File: src/rtl/recip_pkg.sv
package recip_pkg;

    typedef enum logic [1:0] {
        ST_IDLE = 2'd0,
        ST_RUN  = 2'd1,
        ST_FIN  = 2'd2
    } recip_state_e;

    // Width of an index that counts 0..n-1 (at least one bit).
    function automatic int unsigned idx_width(input int unsigned n);
        return (n <= 1) ? 1 : $clog2(n);
    endfunction

    // Width of the running product: approx*v plus one shifted operand.
    function automatic int unsigned prod_width(input int unsigned n);
        return 2 * n + 1;
    endfunction

endpackage

File: src/rtl/recip_ctrl.sv
module recip_ctrl
    import recip_pkg::*;
#(
    parameter int unsigned N  = 8,
    parameter int unsigned KW = idx_width(N)
) (
    input  logic          clk,
    input  logic          rst,
    input  logic          start,
    output logic          busy,
    output logic          done,
    output logic          load,
    output logic          step,
    output logic [KW-1:0] bit_idx
);
    localparam logic [KW-1:0] TOP_IDX = KW'(N - 1);

    recip_state_e state_q;
    logic [KW-1:0] idx_q;

    always_ff @(posedge clk) begin
        if (rst) begin
            state_q <= ST_IDLE;
            idx_q   <= '0;
        end else begin
            unique case (state_q)
                ST_IDLE: begin
                    if (start) begin
                        state_q <= ST_RUN;
                        idx_q   <= TOP_IDX;
                    end
                end
                ST_RUN: begin
                    if (idx_q == '0) begin
                        state_q <= ST_FIN;
                    end else begin
                        idx_q <= idx_q - 1'b1;
                    end
                end
                ST_FIN: state_q <= ST_IDLE;
                default: state_q <= ST_IDLE;
            endcase
        end
    end

    always_comb begin
        busy    = (state_q == ST_RUN);
        done    = (state_q == ST_FIN);
        load    = (state_q == ST_IDLE) && start;
        step    = (state_q == ST_RUN);
        bit_idx = idx_q;
    end

endmodule

File: src/rtl/recip_step.sv
module recip_step
    import recip_pkg::*;
#(
    parameter int unsigned N  = 8,
    parameter int unsigned KW = idx_width(N),
    parameter int unsigned PW = prod_width(N)
) (
    input  logic [N-1:0]  operand,
    input  logic [PW-1:0] prod,
    input  logic [KW-1:0] bit_idx,
    output logic [PW-1:0] cand,
    output logic          accept
);
    localparam logic [PW-1:0] ONE_BOUND = PW'(1) << N;

    // One pre-shifted copy of the operand per trial bit position.
    logic [PW-1:0] shifted [N];

    for (genvar g = 0; g < N; g++) begin : g_shift
        assign shifted[g] = {{(PW-N){1'b0}}, operand} << g;
    end

    logic [PW-1:0] partial;

    always_comb begin
        partial = '0;
        for (int j = 0; j < N; j++) begin
            if (bit_idx == KW'(j)) partial = shifted[j];
        end
        cand   = prod + partial;
        accept = (cand <= ONE_BOUND);
    end

endmodule

File: src/rtl/recip_dp.sv
module recip_dp
    import recip_pkg::*;
#(
    parameter int unsigned N  = 8,
    parameter int unsigned KW = idx_width(N),
    parameter int unsigned PW = prod_width(N)
) (
    input  logic          clk,
    input  logic          rst,
    input  logic          load,
    input  logic          step,
    input  logic [N-1:0]  value_in,
    input  logic [KW-1:0] bit_idx,
    input  logic [PW-1:0] cand,
    input  logic          accept,
    output logic [N-1:0]  operand,
    output logic [PW-1:0] prod,
    output logic [N-1:0]  approx,
    output logic          zero_flag
);
    typedef struct packed {
        logic [N-1:0]  approx;
        logic [PW-1:0] prod;
    } acc_t;

    acc_t         acc_q;
    logic [N-1:0] opnd_q;
    logic         zero_q;
    logic [N-1:0] trial_bit;

    always_comb trial_bit = N'(1) << bit_idx;

    always_ff @(posedge clk) begin
        if (rst) begin
            acc_q  <= '0;
            opnd_q <= '0;
            zero_q <= 1'b0;
        end else if (load) begin
            acc_q  <= '0;
            opnd_q <= value_in;
            zero_q <= (value_in == '0);
        end else if (step && accept) begin
            acc_q.prod   <= cand;
            acc_q.approx <= acc_q.approx | trial_bit;
        end
    end

    always_comb begin
        operand   = opnd_q;
        prod      = acc_q.prod;
        approx    = acc_q.approx;
        zero_flag = zero_q;
    end

endmodule

File: src/rtl/recip_unit.sv
module recip_unit
    import recip_pkg::*;
#(
    parameter int unsigned N = 8
) (
    input  logic         clk,
    input  logic         rst,
    input  logic         start,
    input  logic [N-1:0] value_in,
    output logic         busy,
    output logic         done,
    output logic [N-1:0] recip_out,
    output logic         zero_seen
);
    localparam int unsigned KW = idx_width(N);
    localparam int unsigned PW = prod_width(N);

    logic          load_w, step_w, accept_w;
    logic [KW-1:0] idx_w;
    logic [N-1:0]  opnd_w;
    logic [PW-1:0] prod_w, cand_w;

    recip_ctrl #(.N(N), .KW(KW)) u_ctrl (
        .clk     (clk),
        .rst     (rst),
        .start   (start),
        .busy    (busy),
        .done    (done),
        .load    (load_w),
        .step    (step_w),
        .bit_idx (idx_w)
    );

    recip_step #(.N(N), .KW(KW), .PW(PW)) u_step (
        .operand (opnd_w),
        .prod    (prod_w),
        .bit_idx (idx_w),
        .cand    (cand_w),
        .accept  (accept_w)
    );

    recip_dp #(.N(N), .KW(KW), .PW(PW)) u_dp (
        .clk       (clk),
        .rst       (rst),
        .load      (load_w),
        .step      (step_w),
        .value_in  (value_in),
        .bit_idx   (idx_w),
        .cand      (cand_w),
        .accept    (accept_w),
        .operand   (opnd_w),
        .prod      (prod_w),
        .approx    (recip_out),
        .zero_flag (zero_seen)
    );

endmodule

File: config.mk
export PLATFORM = sky130hd
export DESIGN_NAME = recip_unit
export DESIGN_NICKNAME = d
export VERILOG_FILES = /design/src/rtl/recip_pkg.sv /design/src/rtl/recip_ctrl.sv /design/src/rtl/recip_step.sv /design/src/rtl/recip_dp.sv /design/src/rtl/recip_unit.sv
export SDC_FILE = /design/constraint.sdc
export NUM_CORES = 1
export LEC_CHECK = 0
export BUFFER_PORTS_ARGS = -buffer_cell sky130_fd_sc_hd__clkbuf_2
export CORE_MARGIN = 3
export CORE_UTILIZATION = 30
export CTS_CLUSTER_DIAMETER = 150
export CTS_CLUSTER_SIZE = 20
export DETAILED_ROUTE_END_ITERATION = 10
export PLACE_DENSITY = 0.51
export SLEW_MARGIN = 10
export SYNTH_ARGS = -nofsm -noshare
export SYNTH_HDL_FRONTEND = slang
export SYNTH_SLANG_ARGS = --single-unit
export TNS_END_PERCENT = 100
File: constraint.sdc
create_clock -name clk -period 5.9 [get_ports clk]
set_input_delay 1.475 -clock clk [delete_from_list [all_inputs] [get_ports clk]]
set_output_delay 1.475 -clock clk [all_outputs]
set_load 0.03 [all_outputs]
* Word-level counts from Yosys, hierarchy flattened *
Index checks and enable logic that the tools add are counted.

storage, ports and cells
  flip-flop bits (word level) = 39
  output and inout bits = 11

operators by class
  $lt $le $gt $ge = 1
  $add $sub $neg = 2
  equality and inequality tests = 12
  mux-type cells = 14
  reduce and logical (&&, ||, !) cells = 9
  bitwise operators = 1
  shifts and indexed selects = 1

operators with widths
  cell                 number
  $mux 17              7
  $add 17x17->17       1
  $le 17x9->1 const B  1
  $eq 3x3->1 const B   4
  $logic_not 8->1      1
  $mux 8               1
  $or 8x8->8           1
  $shl 1x3->8 const A  1
  $eq 3x2->1 const B   2
  $mux 3               2
  $ne 2x2->1 const B   3
  $pmux 3 s2           1
  $mux 2               2
  $pmux 2 s2           1
  $eq 3x1->1 const B   1
  $logic_not 3->1      1
  $reduce_and 3->1     1
  $sub 3x1->3 const B  1
  $eq 2x1->1 const B   1
  $eq 2x2->1 const B   1
  $logic_and 1x1->1    2
  $logic_not 2->1      1
  $reduce_and 2->1     1
  $reduce_bool 2->1    1
  $reduce_or 2->1      1

* Longest topological paths before layout *
Gate-level depths: netlist (run 1).

  depth in word-level cells = 12
  gate-level depth with buffers = 22
  gate-level depth less buffers = 19

* Modules after synthesis *
A second synthesis (run 1) with hierarchy kept.

unflattened totals
  cell total of the unflattened synthesis = 324
  area, all modules = 2648.8 sq um

by module, submodules not included
  module      cells each  times used  area each (sq um)
  recip_dp    139         1           1272.5
  recip_step  161         1           1138.6
  recip_ctrl  24          1           237.7

* Least setup slack after synthesis (run 1) *
OpenSTA, ideal clock, no wires.

  path type = reg-to-reg
  start = register u_ctrl.idx_q[1] (netlist: u_ctrl.bit_idx[1])
  end = register, netlist name u_dp.prod[13]
  required time = 5.784 ns
  path slack = 1.801 ns
  cell stages (with the launch flop) = 19
  arrival = 3.984 ns
  cells stage by stage = dfxtp_1 > inv_1 > ha_1 > clkbuf_1 > nor2_1 > a22oi_1 > a21oi_1 > a21oi_1 > or4_1 > o21ai_0 > ha_1 > or2_2 > a311oi_1 > mux2i_1 > nand4_1 > or4_1 > buf_2 > buf_6 > and3_1

on the way
  cells in the longest elaborated chain, start to end = 12
  elaborated cells on any way between the ends = 19
  classes of those cells = 1 x add/sub; 1 x order compare; 7 x eq/ne; 8 x mux; 2 x reduce/logical

ends and longest elaborated chain
  what                      RTL line          text
  start: declaration        recip_ctrl.sv:19  logic [KW-1:0] idx_q;
  start signal: assignment  recip_ctrl.sv:37  idx_q <= idx_q - 1'b1;
  $logic_not 3->1           recip_step.sv:28  if (bit_idx == KW'(j)) partial = shifted[j];
  $mux 8                    recip_step.sv:28
  $mux 17 (6 in series)     recip_step.sv:28
  $mux 17 *                 recip_step.sv:28
  $add 17x17->17 *          recip_step.sv:30  cand = prod + partial;
  $le 17x9->1               recip_step.sv:31  accept = (cand <= ONE_BOUND);
  $logic_and 1x1->1         recip_dp.sv:42    end else if (step && accept) begin

Mark *: on every way between the ends. The rest lies on a longest branch, timed or not.
A chain may end at the register's enable or synchronous reset.

* Worst setup path after layout (run 1) *
  start = register u_ctrl.idx_q[0] (netlist: u_ctrl.bit_idx[0])
  end = register, netlist name u_dp.approx[2]

on the way
  cells in the longest elaborated chain, start to end = 12
  elaborated cells on any way between the ends = 21
  classes of those cells = 1 x add/sub; 1 x order compare; 7 x eq/ne; 1 x shift; 8 x mux; 1 x bitwise; 2 x reduce/logical

ends and longest elaborated chain
  what                   RTL line
  $logic_not 3->1        recip_step.sv:28
  $mux 8                 recip_step.sv:28
  $mux 17 (7 in series)  recip_step.sv:28
  $add 17x17->17         recip_step.sv:30
  $le 17x9->1            recip_step.sv:31
  $logic_and 1x1->1      recip_dp.sv:42

Parallel ways exist; a longest one is shown, timed or not.

==> reports/metrics.yaml, run 1 <==
worst_setup_path:
  timing.rr.start: "u_ctrl.bit_idx[0]"
  endpoint_kind: "register"
  path_max_fanout: 15
  startpoint_type: "register"
  worstPathArrival_ps: 5320
  rr_endpoint: "u_dp.approx[2]"
  worst_r2r_path_depth: 17
  path_class: "reg -> reg"
  cp.required_ps: 6120
  r2r_setup_slack_ps: 800
clock_network:
  cts_max_level: 2
  clkLatencyLatePin_ps: 300
  cts_buffer_depth: 2
  cts_setup_buffers: 0
  cts.sinks: 39
  cts_made_buffers: 5
  cts_resized: 0
  hold_buffers: 0
  clk_pin_slew_ps: 80
  cts_tree: "built"
  ctsRootBufferMaster: "clkbuf_8"
global_route:
  grt_pass1_vias: 2608
  antenna_found_initial: 0
  gr-total-overflow: 0
  grt_pass1_wl_mm: 12.9
  grt_max_degree: 37
  grt_util_all_layers_pct: 13.9
logic_synthesis:
  syn_nets: 432
  ys_ff_latch: 39
  yosysTopAreaCell: "dfxtp_1"
  synth.most_common_cell: "nand2_1"
  synthTopCellsByCount: "nand2_1 (73), dfxtp_1 (39), a21oi_1 (36), nor2_1 (30)"
  synth-edff-count: 0
  synthCells: 400
  synth.cell_area_mm2: 0.00296
  synthFlopType: "dfxtp_1"
  synth_top_area_share_pct: 26.4
  ys_types: 53
  synth-async-reset-ratio_pct: 0
  syn_area_per_cell_um2: 7.40
  synth.area.top_cells: "dfxtp_1 (26%), nand2_1 (9.3%), ha_1 (8.5%)"
  ys_seq_area_share_pct: 26.4
  yosys_warnings: 0
route:
  wl_met1_mm: 3.67
  drt_iter0_drc: 136
  drt_first_pass_iters: 7
  vias: 2750
  drc: 0
  wl_met2_mm: 3.48
  wl_per_cell_um: 14.1
  via_per_inst: 5.14
  finalWirelength_mm: 7.56
  ant_nets: 0
  met3_length_um: 317
  top_layer: "met4"
floorplanning:
  die_height_um: 105
  die_area_mm2: 0.0111
  io_pins: 22
  start_util_pct: 31.4
  coreArea_mm2: 0.00942
  die_x_um: 105
  rows: 35
sta:
  report.final.setup_viol: 0
  hold_violations: 0
  timing.fmax_mhz: 196
  fin_crit_ps: 5100
  tightestPinTransition_ps: 607
  fin_crit_sh_pct: 86.5
  rsz0062_at_grt: "no"
  drv_slew: 0
  setup_tns_ps: 0
  clock_skew_ps: 11.0
  maxSlewHeadroom_pct: 59.5
min_path:
  min_path_cells: 2
  hold_class: "reg -> reg"
  hold_start: "u_dp.approx[7]"
  hold_path_end: "u_dp.approx[7]"
run:
  cap_viol_max_count: 0
placement:
  dp_hpwl_mm: 5.72
  portBuffers: 21
  place.gp.congestion: 0.835
  dp_cells: 527
finish:
  synthToLayoutAreaGrowth_pct: 9.60
  fin_nets: 437
  fin_cells: 535
  drive_gt1_share_pct: 11.6
  n_antenna_cell: 0
  fillers: 989
power:
  ir_drop_v: 0.000132
  power_w: 0.000743
  powerDensity_mw_per_mm2: 229
  p_leak_nw: 1.38
status:
  status: "completed"
per-layer routing:
metal  GRT usage (%)  up-vias
met5               0        -
met4            3.56        0
met3            2.57        8
li1                -     1422
met2            23.0       58
met1            18.5     1262
registers in the layout, indices dropped and copies added, names as in the netlist:
signal          cells
u_ctrl.bit_idx      3
u_ctrl.state_q      2
u_dp.approx         8
u_dp.operand        8
u_dp.prod          17
u_dp.zero_flag      1
worst max-delay path, stage by stage, from the launching register on:
cell	delay, ps
dfxtp_1	360
inv_1	120
ha_1	440
nand2b_1	200
nor2_1	320
a22oi_1	160
a21oi_1	220
a21oi_1	50
or4_1	400
o21ai_0	100
ha_1	330
or2_2	320
a311oi_1	380
mux2i_1	240
nand4_1	100
or4_1	770
buf_4	310
o31ai_2	180
how the worst max path moves through the flow:
| stage | start | endpoint | slack (ps) | cells after the start |
|---|---|---|---|---|
| after floorplan | u_ctrl.bit_idx[1] | u_dp.prod[13] | 1800 | 18 |
| after global placement | u_ctrl.bit_idx[0] | u_dp.approx[2] | 920 | 17 |
| after detailed placement | u_ctrl.bit_idx[0] | u_dp.prod[0] | 870 | 17 |
| after CTS | u_ctrl.bit_idx[0] | u_dp.approx[2] | 830 | 17 |
| after global routing | u_ctrl.bit_idx[1] | u_dp.approx[0] | 360 | 20 |
| final | u_ctrl.bit_idx[0] | u_dp.approx[2] | 800 | 17 |
cell families (layout without fill, tap and decap cells):
kind of cell | Yosys count | after routing | synth area share, %
flip-flops | 39 | 39 | 26.4
adder cells (fa/ha/maj) | 21 | 21 | 9.13
XOR/XNOR | 9 | 9 | 2.66
AND/OR/NAND/NOR | 172 | 172 | 27.1
AO/OA/AOI/OAI | 109 | 109 | 24.7
multiplexers | 12 | 12 | 4.06
buffers and inverters | 38 | 44 | 5.96
cell type report:
type | instances | area, um^2 | share of cell area [%]
clock inverter | 3 | 43.8 | 1.35
timing repair buffer | 27 | 150 | 4.63
multi-input combinational | 323 | 2000 | 61.8
inverter | 9 | 33.8 | 1.04
tap | 129 | 161 | 4.98
sequential | 39 | 781 | 24.1
clock buffer | 5 | 68.8 | 2.12
through the flow:
stage / hold slack (ps) / area, um^2 / utilization [%] / setup WS (ps)
after detailed placement: 441 / 3130 / 33.2 / 872
after global placement: 439 / 3130 / 33.2 / 918
final: 447 / 3240 / 34.4 / 797
after CTS: 453 / 3240 / 34.4 / 827
after floorplan: 442 / 2960 / - / 1800
after global routing: 477 / 3240 / 34.4 / 358
cell usage in the layout, fill, tap and decap left out, types with 9 or more instances in the layout:
| cell type | count |
|---|---|
| nand2_1 | 73 |
| dfxtp_1 | 39 |
| a21oi_1 | 36 |
| nor2_1 | 29 |
| clkbuf_2 | 21 |
| ha_1 | 20 |
| nand3_1 | 16 |
| o21ai_0 | 15 |
| and3_1 | 13 |
| mux2i_1 | 12 |
| nor2b_1 | 9 |
| inv_1 | 9 |
| a21o_1 | 9 |
power breakdown:
group	internal (W)	switching, W	total, W
sequential	0.000273	0.0000152	0.000288
combinational	0.0000834	0.000142	0.000226
clock	0.000126	0.000103	0.000229
Power figures use the tool's default switching activity.
==> run 2, diff against run 1 <==
CORE_ASPECT_RATIO = 2   (was unset)
TNS_END_PERCENT = 5   (was 100)
==> run 2 against run 1 <==
First-iteration DRC count fell by 2.9%. Largest power group is now the clock network. Sequential power barely moved. Sequential share of layout area down 0.37 points. Core utilization rose by 0.19 points. Cell area increased by 1.5%. Clock skew is 2.5 ps lower. Clock power is 35% higher. Combinational power barely moved. Fmax fell by 2.5%. Worst hold slack better by 5.7 ps. Clock-buffer cell count unchanged. Die area is 0.65% higher.
==> reports/metrics.yaml, run 2 (synthesis gave the netlist of run 1 again) <==
sta:
  drv_slew: 0  # unchanged
  timing.fmax_mhz: 191  # -2.5%
  setup_tns_ps: 0  # unchanged
  tightestPinTransition_ps: 616  # +8.86 ps
  maxSlewHeadroom_pct: 58.9  # -0.59 points
  fin_crit_ps: 5230  # +132 ps
  rsz0062_at_grt: "no"
  report.final.setup_viol: 0  # unchanged
  fin_crit_sh_pct: 88.7  # +2.2 points
  clock_skew_ps: 8.43  # -2.54 ps
  hold_violations: 0  # unchanged
finish:
  design_area_mm2: 0.00329  # +1.5%
  synthToLayoutAreaGrowth_pct: 11.3
  largest_reg_flops: 17  # unchanged
  fillers: 1062  # +7.4%
  top_register: "u_dp.prod"
  drive_gt1_share_pct: 11.4  # -0.22 points
  final_common_cell: "nand2_1"
  fin_nets: 436  # -0.23%
  n_antenna_cell: 0  # unchanged
  mostFrequentLayoutCells: "nand2_1 (73), dfxtp_1 (39), a21oi_1 (36)"
min_path:
  hold_start: "u_dp.approx[5]"
  hold_path_end: "u_dp.approx[5]"
  min_path_cells: 2  # unchanged
  hold_class: "reg -> reg"
route:
  drc: 0  # unchanged
  via_per_inst: 5.28  # +2.7%
  drt_first_pass_iters: 4  # -3
  drt_iter0_drc: 132  # -2.9%
  ant_nets: 0  # unchanged
  wl_per_cell_um: 15.4  # +8.8%
  finalWirelength_mm: 8.22  # +8.8%
  vias: 2825  # +2.7%
worst_setup_path:
  endpoint_kind: "register"
  rr_endpoint: "u_dp.approx[0]"
  timing.rr.start: "u_ctrl.bit_idx[0]"
  worst_r2r_path_depth: 17  # unchanged
  r2r_setup_slack_ps: 670  # -130 ps
  cp.required_ps: 6100  # -20 ps
  path_class: "reg -> reg"
  startpoint_type: "register"
  path_max_fanout: 15  # unchanged
  worstPathArrival_ps: 5440  # +120 ps
power:
  powerDensity_mw_per_mm2: 251  # +9.4%
  power_w: 0.000825  # +11%
  p_leak_nw: 1.40  # +1.5%
  ir_drop_v: 0.000220  # +66%
clock_network:
  cts.sinks: 39  # unchanged
  ctsRootBufferMaster: "clkbuf_16"
  cts_max_level: 2  # unchanged
  hold_buffers: 0  # unchanged
  clk_pin_slew_ps: 60  # -20 ps
  cts_tree: "built"
  cts_buffer_depth: 2  # unchanged
  cts_resized: 0  # unchanged
  clkLatencyLatePin_ps: 290  # about the same
  cts_made_buffers: 5  # unchanged
  cts_setup_buffers: 0  # unchanged
run:
  cap_viol_max_count: 0  # unchanged
placement:
  portBuffers: 21  # unchanged
  place_area_mm2: 0.00312  # -0.20%
  dp_hpwl_mm: 6.63  # +16%
  place.gp.congestion: 0.881  # +5.5%
floorplanning:
  rows: 50  # +43%
  die_x_um: 76.2  # -28%
  io_pins: 22  # unchanged
  coreArea_mm2: 0.00951  # +1.0%
  start_util_pct: 31.1  # -0.31 points
  die_area_mm2: 0.0112  # +0.65%
  die_height_um: 146  # +39%
global_route:
  grt_pass1_wl_mm: 13.5  # +4.7%
  top_usage_layer: "met2"
  grtUsageMet2_pct: 29.9  # +6.9 points
  gr-total-overflow: 0  # unchanged
  grt_max_degree: 26  # -30%
  grt_pass1_vias: 2781  # +6.6%
  grt_use_met3_pct: 1.85  # -0.72 points
  use_met1_pct: 14.1  # -4.4 points
  grt_util_all_layers_pct: 14.9  # +1.0 points
  antenna_found_initial: 0  # unchanged
status:
  status: "completed"
run 2: cell types whose count changed in the layout (fill, tap and decap cells not counted), sizes merged:
cell | previous run | this run
buf | 6 | 5
run 2: per-stage QoR:
stage                     hold WS, ps  setup WS (ps)  instances  utilization [%]
after global placement            441            711        527             32.9
after floorplan                   442           1800        400                -
after CTS                         453            679        535             34.6
after global routing              477            282        535             34.6
final                             453            665        535             34.6
after detailed placement          444            701        527             32.9
run 2: critical path, cell delays in order, from the launching register on:
cell,delay (ps)
dfxtp_1,350
inv_1,120
ha_1,470
nand2b_1,230
nor2_1,330
a22oi_1,160
a211o_1,310
a22oi_1,240
ha_1,360
a21o_1,240
nand2_1,80
nand3_1,140
a311oi_1,480
mux2i_1,290
nand4_1,100
or4_1,760
buf_4,310
o31ai_2,170
run 2: how the worst max path moves through the flow:
stage	start	end
floorplan	u_ctrl.bit_idx[1]	u_dp.prod[13]
global placement	u_ctrl.bit_idx[0]	u_dp.approx[0]
detailed placement	u_ctrl.bit_idx[0]	u_dp.prod[8]
CTS	u_ctrl.bit_idx[1]	u_dp.approx[2]
global route	u_ctrl.bit_idx[0]	u_dp.approx[2]
finish	u_ctrl.bit_idx[0]	u_dp.approx[0]
run 2: cell type report:
cell class | count | area [um^2] | share of cell area, %
Sequential cell | 39 | 781 | 23.7
Tap cell | 130 | 163 | 4.94
Multi-Input combinational cell | 323 | 2000 | 60.9
Inverter | 9 | 33.8 | 1.03
Clock buffer | 5 | 125 | 3.80
Clock inverter | 3 | 43.8 | 1.33
Timing Repair Buffer | 26 | 143 | 4.33
run 2: routing by layer:
metal | vias up | routed length, um
met5 | - | 0
met2 | 53 | 4730
li1 | 1424 | -
met1 | 1326 | 3000
met4 | 0 | 327
met3 | 22 | 165
run 2: power breakdown:
group          total (W)  internal, W  switching, W
clock network   0.000310     0.000199      0.000111
registers       0.000289     0.000274     0.0000155
logic           0.000226    0.0000823      0.000144
total           0.000825     0.000555      0.000270
